==> src/rtl/uhr_pkg.sv <==
package uhr_pkg;
    localparam int DW      = 8;
    localparam int AW      = 3;
    localparam int BANK_BIT = 7;
    localparam int WL_W    = 2;

    typedef enum logic [3:0] {
        SEL_NONE, SEL_DATA, SEL_IEN, SEL_IDFC, SEL_LCTL, SEL_MCTL,
        SEL_LSTAT, SEL_MSTAT, SEL_SCR, SEL_DIVLO, SEL_DIVHI
    } sel_e;

    typedef struct packed {
        logic [DW-1:0] ien;
        logic [DW-1:0] fctl;
        logic [DW-1:0] lctl;
        logic [DW-1:0] mctl;
        logic [DW-1:0] divlo;
        logic [DW-1:0] divhi;
    } regs_t;

    typedef struct packed {
        logic          load;
        logic [DW-1:0] data;
    } txev_t;

    function automatic sel_e map_addr(input logic [AW-1:0] a, input logic bank);
        case (a)
            3'd0:    return bank ? SEL_DIVLO : SEL_DATA;
            3'd1:    return bank ? SEL_DIVHI : SEL_IEN;
            3'd2:    return SEL_IDFC;
            3'd3:    return SEL_LCTL;
            3'd4:    return SEL_MCTL;
            3'd5:    return SEL_LSTAT;
            3'd6:    return SEL_MSTAT;
            default: return SEL_SCR;
        endcase
    endfunction

    function automatic logic [DW-1:0] len_mask(input logic [WL_W-1:0] wl);
        return {DW{1'b1}} >> (3 - wl);
    endfunction
endpackage

==> src/rtl/uhr_decode.sv <==
module uhr_decode
    import uhr_pkg::*;
(
    input  logic          cs_n,
    input  logic          rd,
    input  logic          wr,
    input  logic [AW-1:0] addr,
    input  logic          bank,
    output sel_e          sel,
    output logic          rd_en,
    output logic          wr_en
);
    always_comb begin
        rd_en = rd && !cs_n;
        wr_en = wr && !cs_n;
        sel   = (rd_en || wr_en) ? map_addr(addr, bank) : SEL_NONE;
    end
endmodule

==> src/rtl/uhr_regs.sv <==
module uhr_regs
    import uhr_pkg::*;
(
    input  logic          clk,
    input  logic          rst,
    input  logic          rd_en,
    input  logic          wr_en,
    input  sel_e          sel,
    input  logic [DW-1:0] wdata,
    output regs_t         q,
    output logic [DW-1:0] scr,
    output txev_t         tx,
    output logic          rx_take
);
    always_ff @(posedge clk) begin
        if (rst) begin
            q <= '0;
        end else if (wr_en) begin
            case (sel)
                SEL_IEN:   q.ien   <= wdata;
                SEL_IDFC:  q.fctl  <= wdata;
                SEL_LCTL:  q.lctl  <= wdata;
                SEL_MCTL:  q.mctl  <= wdata;
                SEL_DIVLO: q.divlo <= wdata;
                SEL_DIVHI: q.divhi <= wdata;
                default:   ;
            endcase
        end
    end

    // scratch has no defined reset value
    always_ff @(posedge clk) begin
        if (wr_en && sel == SEL_SCR) scr <= wdata;
    end

    always_ff @(posedge clk) begin
        if (rst) begin
            tx      <= '0;
            rx_take <= 1'b0;
        end else begin
            tx.load <= wr_en && sel == SEL_DATA;
            if (wr_en && sel == SEL_DATA) tx.data <= wdata;
            rx_take <= rd_en && sel == SEL_DATA;
        end
    end

    // status addresses never update stored state
    p_rostable_r8: assert property (@(posedge clk) disable iff (rst)
        (wr_en && (sel == SEL_LSTAT || sel == SEL_MSTAT)) |=> $stable(q));
    // banked accesses never raise data pulses
    p_bankquiet_r5: assert property (@(posedge clk) disable iff (rst)
        (sel == SEL_DIVLO || sel == SEL_DIVHI) |=> (!tx.load && !rx_take));
endmodule

==> src/rtl/uhr_rdmux.sv <==
module uhr_rdmux
    import uhr_pkg::*;
(
    input  logic          rd_en,
    input  sel_e          sel,
    input  regs_t         q,
    input  logic [DW-1:0] scr,
    input  logic [DW-1:0] rx_byte,
    input  logic [DW-1:0] id_in,
    input  logic [DW-1:0] lstat_in,
    input  logic [DW-1:0] mstat_in,
    output logic [DW-1:0] rdata
);
    always_comb begin
        rdata = '0;
        if (rd_en) begin
            case (sel)
                SEL_DATA:  rdata = rx_byte & len_mask(q.lctl[WL_W-1:0]);
                SEL_IEN:   rdata = q.ien;
                SEL_IDFC:  rdata = id_in;
                SEL_LCTL:  rdata = q.lctl;
                SEL_MCTL:  rdata = q.mctl;
                SEL_LSTAT: rdata = lstat_in;
                SEL_MSTAT: rdata = mstat_in;
                SEL_SCR:   rdata = scr;
                SEL_DIVLO: rdata = q.divlo;
                SEL_DIVHI: rdata = q.divhi;
                default:   rdata = '0;
            endcase
        end
    end
endmodule

==> src/rtl/uart_hostregs.sv <==
module uart_hostregs
    import uhr_pkg::*;
(
    input  logic          clk,
    input  logic          rst,
    input  logic          cs_n,
    input  logic          rd,
    input  logic          wr,
    input  logic [2:0]    addr,
    input  logic [7:0]    wdata,
    output logic [7:0]    rdata,
    input  logic [7:0]    rx_byte,
    input  logic [7:0]    id_in,
    input  logic [7:0]    lstat_in,
    input  logic [7:0]    mstat_in,
    output logic          tx_load,
    output logic [7:0]    tx_byte,
    output logic          rx_take,
    output logic [7:0]    ien_o,
    output logic [7:0]    fctl_o,
    output logic [7:0]    lctl_o,
    output logic [7:0]    mctl_o,
    output logic [15:0]   div_o
);
    sel_e          sel;
    logic          rd_en, wr_en;
    regs_t         q;
    logic [DW-1:0] scr;
    txev_t         tx;

    uhr_decode u_dec (
        .cs_n(cs_n), .rd(rd), .wr(wr), .addr(addr), .bank(q.lctl[BANK_BIT]),
        .sel(sel), .rd_en(rd_en), .wr_en(wr_en)
    );

    uhr_regs u_regs (
        .clk(clk), .rst(rst), .rd_en(rd_en), .wr_en(wr_en), .sel(sel),
        .wdata(wdata), .q(q), .scr(scr), .tx(tx), .rx_take(rx_take)
    );

    uhr_rdmux u_mux (
        .rd_en(rd_en), .sel(sel), .q(q), .scr(scr), .rx_byte(rx_byte),
        .id_in(id_in), .lstat_in(lstat_in), .mstat_in(mstat_in), .rdata(rdata)
    );

    assign tx_load = tx.load;
    assign tx_byte = tx.data;
    assign ien_o   = q.ien;
    assign fctl_o  = q.fctl;
    assign lctl_o  = q.lctl;
    assign mctl_o  = q.mctl;
    assign div_o   = {q.divhi, q.divlo};

    // unbanked write at address 0 hands the byte to the transmitter
    p_txload_r3: assert property (@(posedge clk) disable iff (rst)
        (!cs_n && wr && addr == 3'd0 && !lctl_o[7]) |=> (tx_load && tx_byte == $past(wdata)));
    // receive pulse only follows an unbanked read at address 0
    p_rxtake_r10: assert property (@(posedge clk) disable iff (rst)
        rx_take |-> $past(!cs_n && rd && addr == 3'd0 && !lctl_o[7]));
    // deselected cycles leave all state alone
    p_nocs_r9: assert property (@(posedge clk) disable iff (rst)
        cs_n |=> ($stable(div_o) && $stable(ien_o) && $stable(lctl_o) && !tx_load && !rx_take));
    // bus idle when no selected read
    p_idle_r1: assert property (@(posedge clk) disable iff (rst)
        (cs_n || !rd) |-> rdata == 8'h00);
endmodule

==> config.mk <==
export PLATFORM = sky130hd
export DESIGN_NAME = uart_hostregs
export DESIGN_NICKNAME = d
export VERILOG_FILES = /design/src/rtl/uhr_pkg.sv /design/src/rtl/uhr_decode.sv /design/src/rtl/uhr_regs.sv /design/src/rtl/uhr_rdmux.sv /design/src/rtl/uart_hostregs.sv
export SDC_FILE = /design/constraint.sdc
export NUM_CORES = 1
export LEC_CHECK = 0
export BUFFER_PORTS_ARGS = -buffer_cell sky130_fd_sc_hd__buf_4
export CELL_PAD_IN_SITES_DETAIL_PLACEMENT = 2
export CELL_PAD_IN_SITES_GLOBAL_PLACEMENT = 2
export CORE_MARGIN = 8
export CORE_UTILIZATION = 29
export CTS_BUF_LIST = sky130_fd_sc_hd__clkbuf_4
export CTS_CLUSTER_DIAMETER = 50
export DETAILED_ROUTE_END_ITERATION = 12
export GPL_ROUTABILITY_DRIVEN = 0
export HOLD_SLACK_MARGIN = 0.05
export PLACE_DENSITY = 0.76
export SYNTH_ARGS = -nofsm -noshare
export SYNTH_HDL_FRONTEND = slang
export SYNTH_SLANG_ARGS = --single-unit
==> constraint.sdc <==
create_clock -name clk -period 5.8 [get_ports clk]
set_clock_uncertainty 0.1 [all_clocks]
set_input_delay 1.45 -clock clk [delete_from_list [all_inputs] [get_ports clk]]
set_output_delay 1.45 -clock clk [all_outputs]
set_load 0.01 [all_outputs]
== After elaboration in Yosys (flattened, before gate mapping) ==
Cells that the tools add are included.
Word-level totals
  output and inout bits: 66
  flip-flop bits (word level): 66
  word-level logic and storage cells: 49
  bits of input ports: 48
Cells by class
  bitwise gates (word level): 1
  mux-type cells: 6
  reduce and logical (&&, ||, !) cells: 14
  add/sub/neg operators: 1
  equal/unequal tests: 16
  shift-type cells: 1
Operators by type and width (count)
  one-hot mux 8 bit (10 select lines): 1
  >> shifter 8 x 32 -> 8 bit, first input constant: 1
  one-hot mux 4 bit (7 select lines): 1
  == test 4 x 3 -> 1 bit, second input constant: 4
  == test 4 bit, second input constant: 3
  2-to-1 mux 4 bit: 3
  AND reduction 2 bit: 6
  == test 3 bit, second input constant: 3
  AND 8 bit: 1
  == test 4 x 2 -> 1 bit, second input constant: 2
  2-to-1 mux 8 bit: 1
  == test 3 x 2 -> 1 bit, second input constant: 2
  logical AND 1 bit: 5
  == test 4 x 1 -> 1 bit, second input constant: 1
  == test 3 x 1 -> 1 bit, second input constant: 1
  zero test 3 bit: 1
  subtractor 2 x 2 -> 3 bit, first input constant: 1
  zero test 1 bit: 1
  logical OR 1 bit: 1

== Longest topological paths before layout ==
  depth after elaboration: 7
  depth in mapped cells: 9
  depth with buffers taken out: 7

== Modules after synthesis ==
Synthesis repeated with hierarchy kept, for this count alone.
Second synthesis, totals
  cells, all modules: 354
  area, all modules: 3504.6 um^2
By module, submodules not included
  uhr_regs: times used 1, cells each 221, area each 2536.2 um^2, seq. area each 1401.3 um^2
  uhr_rdmux: times used 1, cells each 121, area each 890.9 um^2, seq. area each 0.0 um^2
  uhr_decode: times used 1, cells each 12, area each 77.6 um^2, seq. area each 0.0 um^2

== Worst setup path before layout ==
OpenSTA, ideal clock, no wires.
  path kind: input-to-output
  start: input port addr[0]
  end: output port rdata[0]
  setup slack: 1.094 ns
  stages on the path: 7
  arrival: 3.156 ns
  path buffers: 1
  data required time: 4.250 ns
  path through: inv_1 ha_1 or3_1 buf_2 o22ai_1 o311ai_1 a31oi_1
On the way
  cells in the longest elaborated chain, start to end: 6
  elaborated cells between the ends (all ways): 21
  classes of those cells: 16 x eq/ne; 4 x mux; 1 x reduce/logical
Ends and longest elaborated chain
  from (decl): line uart_hostregs.sv:9  | input logic [2:0] addr,
  == test 3 bit (tied with other cells): line uhr_pkg.sv:27  | case (a)
  one-hot mux 4 bit (7 select lines) *: line uhr_pkg.sv:27
  2-to-1 mux 4 bit *: line uhr_decode.sv:16  | sel = (rd_en || wr_en) ? map_addr(addr, bank) : SEL_NONE;
  == test 4 bit (tied with other cells): line uhr_rdmux.sv:17  | case (sel)
  one-hot mux 8 bit (10 select lines) *: line uhr_rdmux.sv:17
  2-to-1 mux 8 bit *: line uhr_rdmux.sv:16  | if (rd_en) begin
  to (decl): line uart_hostregs.sv:11  | output logic [7:0] rdata,
Every way passes the cells marked *; elsewhere a longest branch is shown, timed or not.

== Worst setup path in the final report ==
  start: input port addr[0]
  end: output port rdata[3]
The elaborated chain is that of the path after synthesis.

==> flow_summary.ini <==
[place]
place.detailed.hpwl_mm = 9.65
port_buffers = 113
placed_area_mm2 = 0.00426

[clock_tree]
path_clk_slew_ps = 120
htreeDepth = 3
hold_buffers = 0
clock_latency_ps = 430
cts_max_path_buffers = 2
cts_buffers = 9
cts_resized = 0
cts_setup_buffers = 0
clock_sinks = 66
cts_tree = built
cts-root-buf = clkbuf_4

[finish]
seq_area_mm2 = 0.00140
final_cell_mix = buf_4 (119), nor2_1 (61), mux2i_1 (60), dfxtp_1 (58), nand2_1 (32)
num_antenna_cells = 0
multi_input_area_mm2 = 0.00178
area_growth_pct = 33.0
final_area_mm2 = 0.00437
layout.nets = 493
drive_above_1_share_pct = 34.3
nFillCells = 1265
final_common_cell = buf_4
final_util_pct = 39.0

[worst_hold_path]
worstHoldStart = u_regs.q[32]$_SDFFE_PP0P_
hold_path_class = reg2reg
hold-path-cell-count = 2

[timing]
tns_ps = 0
hold_viol_final = 0
slew_headroom_pct = 42.9
fmax_ghz = 0.192
timing.hold.ws_ps = 415
layout_min_cycle_time_ps = 5210
drv_slew = 0
setup_viol = 0
rsz0062_at_grt = no
worst_slew_pin_slew_ps = 848
final.period_utilization_pct = 89.9

[job]
drv_cap = 0

[outcome]
outcome = finished clean

[setup_path]
reg2reg_from = u_regs.q[31]$_SDFFE_PP0P_
arrival_ps = 3660
start_kind = input port
r2r_cells = 5
path_class = in2out
required_ps = 4250
crit_path_end_kind = output port
critPathMaxFanout = 8
cp-startpoint = addr[0]

[yosys]
netlist_area_mm2 = 0.00329
synth_fa_ha_area_share_pct = 1.52
synth_nets = 383
synthArstFlopShare_pct = 0
netlist_instances = 331
synth_top_family_by_area = multiplexers
synthSimpleGateAreaFrac_pct = 18.5
yosys_warnings = 0
synth-edff-count = 8
yosysSeqAreaShare_pct = 42.6
yosysUniqueCellTypes = 49
synthMuxAreaShare_pct = 25.0
synthXorXnorAreaFrac_pct = 0
avgSynthCellArea_um2 = 9.93
postSynthRegisterBits = 66
synth_compound_area_share_pct = 9.09
ys.flop_type = dfxtp_1

[grt]
first_global_vias = 3404
grt_max_degree = 59
grt.met1_usage_pct = 19.8
met2_usage_pct = 28.2
grt_pass1_wl_mm = 19.2
top_usage_layer = met2
grt.overflow.total = 0
grt_use_total_pct = 17.1
antenna_found_initial = 0
met3_usage_pct = 6.44

[power]
ir_drop_mv = 0.119
power_leakage_nw = 1.83
powerDensity_mw_per_mm2 = 200

[routing]
vias = 3024
routed_wl_mm = 12.6
post-route-drc-count = 0
wl_per_cell_um = 21.4
dr.pass1.iters = 4
avgViaCountPerCell = 5.13
drt_iter0_drc = 98
ant_nets = 0

[floorplan]
rows = 39
ioPinCount = 114
start_util_pct = 29.3
die_x_um = 122
die_area_mm2 = 0.0150
dieHeight_um = 122
coreArea_mm2 = 0.0112
## sequential cells by signal, summed over array words and instances (netlist names)
| register | cells |
|---|---|
| u_regs.scr | 8 |
| u_regs.tx | 9 |
| u_regs.rx_take | 1 |
| u_regs.q | 48 |
## synthesized netlist by cell type (2+ instances only)
library cell / instances / area, µm²
nand2_1: 32 / 120
a32oi_1: 5 / 43.8
o21ai_0: 4 / 20.0
buf_2: 4 / 20.0
a22oi_1: 9 / 67.6
mux2i_1: 60 / 601
a21oi_1: 2 / 10.0
ha_1: 4 / 50.1
o22ai_1: 4 / 25.0
and3_1: 4 / 25.0
mux2_2: 8 / 90.1
nor3_4: 4 / 65.1
inv_1: 2 / 7.51
nand3_1: 7 / 35.0
dfxtp_1: 58 / 1160
nor2_1: 61 / 229
a31oi_1: 7 / 43.8
nor2b_1: 2 / 12.5
clkbuf_1: 12 / 45.0
mux4_1: 5 / 131
edfxtp_1: 8 / 240
buf_6: 2 / 22.5
## critical path, stage by stage
cell and delay [ps]:
buf_4 100, inv_1 50, ha_1 240, or3_1 480
o21ai_1 460, nor2_1 290, a22oi_1 280, a31oi_1 140
buf_4 170
## per-stage QoR
step | cells | setup WS, ps | power (mW)
6_report | 589 | 588 | 0.874
5_1_grt | 589 | 387 | 0.918
4_1_cts | 589 | 578 | 0.888
3_5_place_dp | 573 | 587 | 0.618
3_3_place_gp | 573 | 697 | 0.614
2_1_floorplan | 331 | 1090 | 0.552
## kinds of logic (layout without fill, tap and decap cells)
group | Yosys count | after routing
and+or+nand+nor | 125 | 125
muxes | 73 | 73
DFF | 66 | 66
AOI/OAI and AO/OA | 41 | 41
buffers and inverters | 22 | 137
adders and majority gates | 4 | 4
## worst paths after layout
check,endpoint,slack [ps]
setup reg to reg,u_regs.q[43]$_SDFFE_PP0P_,3550
setup / recovery,rdata[3],590
hold reg to reg,u_regs.q[32]$_SDFFE_PP0P_,420
hold / removal,u_regs.q[32]$_SDFFE_PP0P_,420
## per-layer routing
layer	up-vias	part of all wire (%)
met5	-	0
met4	0	1.7
met3	18	8.5
met2	102	47
met1	1488	42
li1	1416	-
## layout make-up
cell class | instances | share of cell area, %
multi-input cells | 243 | 40.7
well taps | 143 | 4.09
flip-flops and latches | 66 | 32.0
repair buffers | 119 | 20.4
clock buffers | 9 | 1.54
inverters | 2 | 0.172
clock inverters | 7 | 1.03
## where the power goes
part	total [mW]	switching [mW]	internal [mW]	leakage (nW)
combinational	0.137	0.0784	0.0583	1.23
clock	0.268	0.182	0.0863	0.0574
sequential	0.470	0.00333	0.466	0.540
Power figures use the tool's default switching activity.
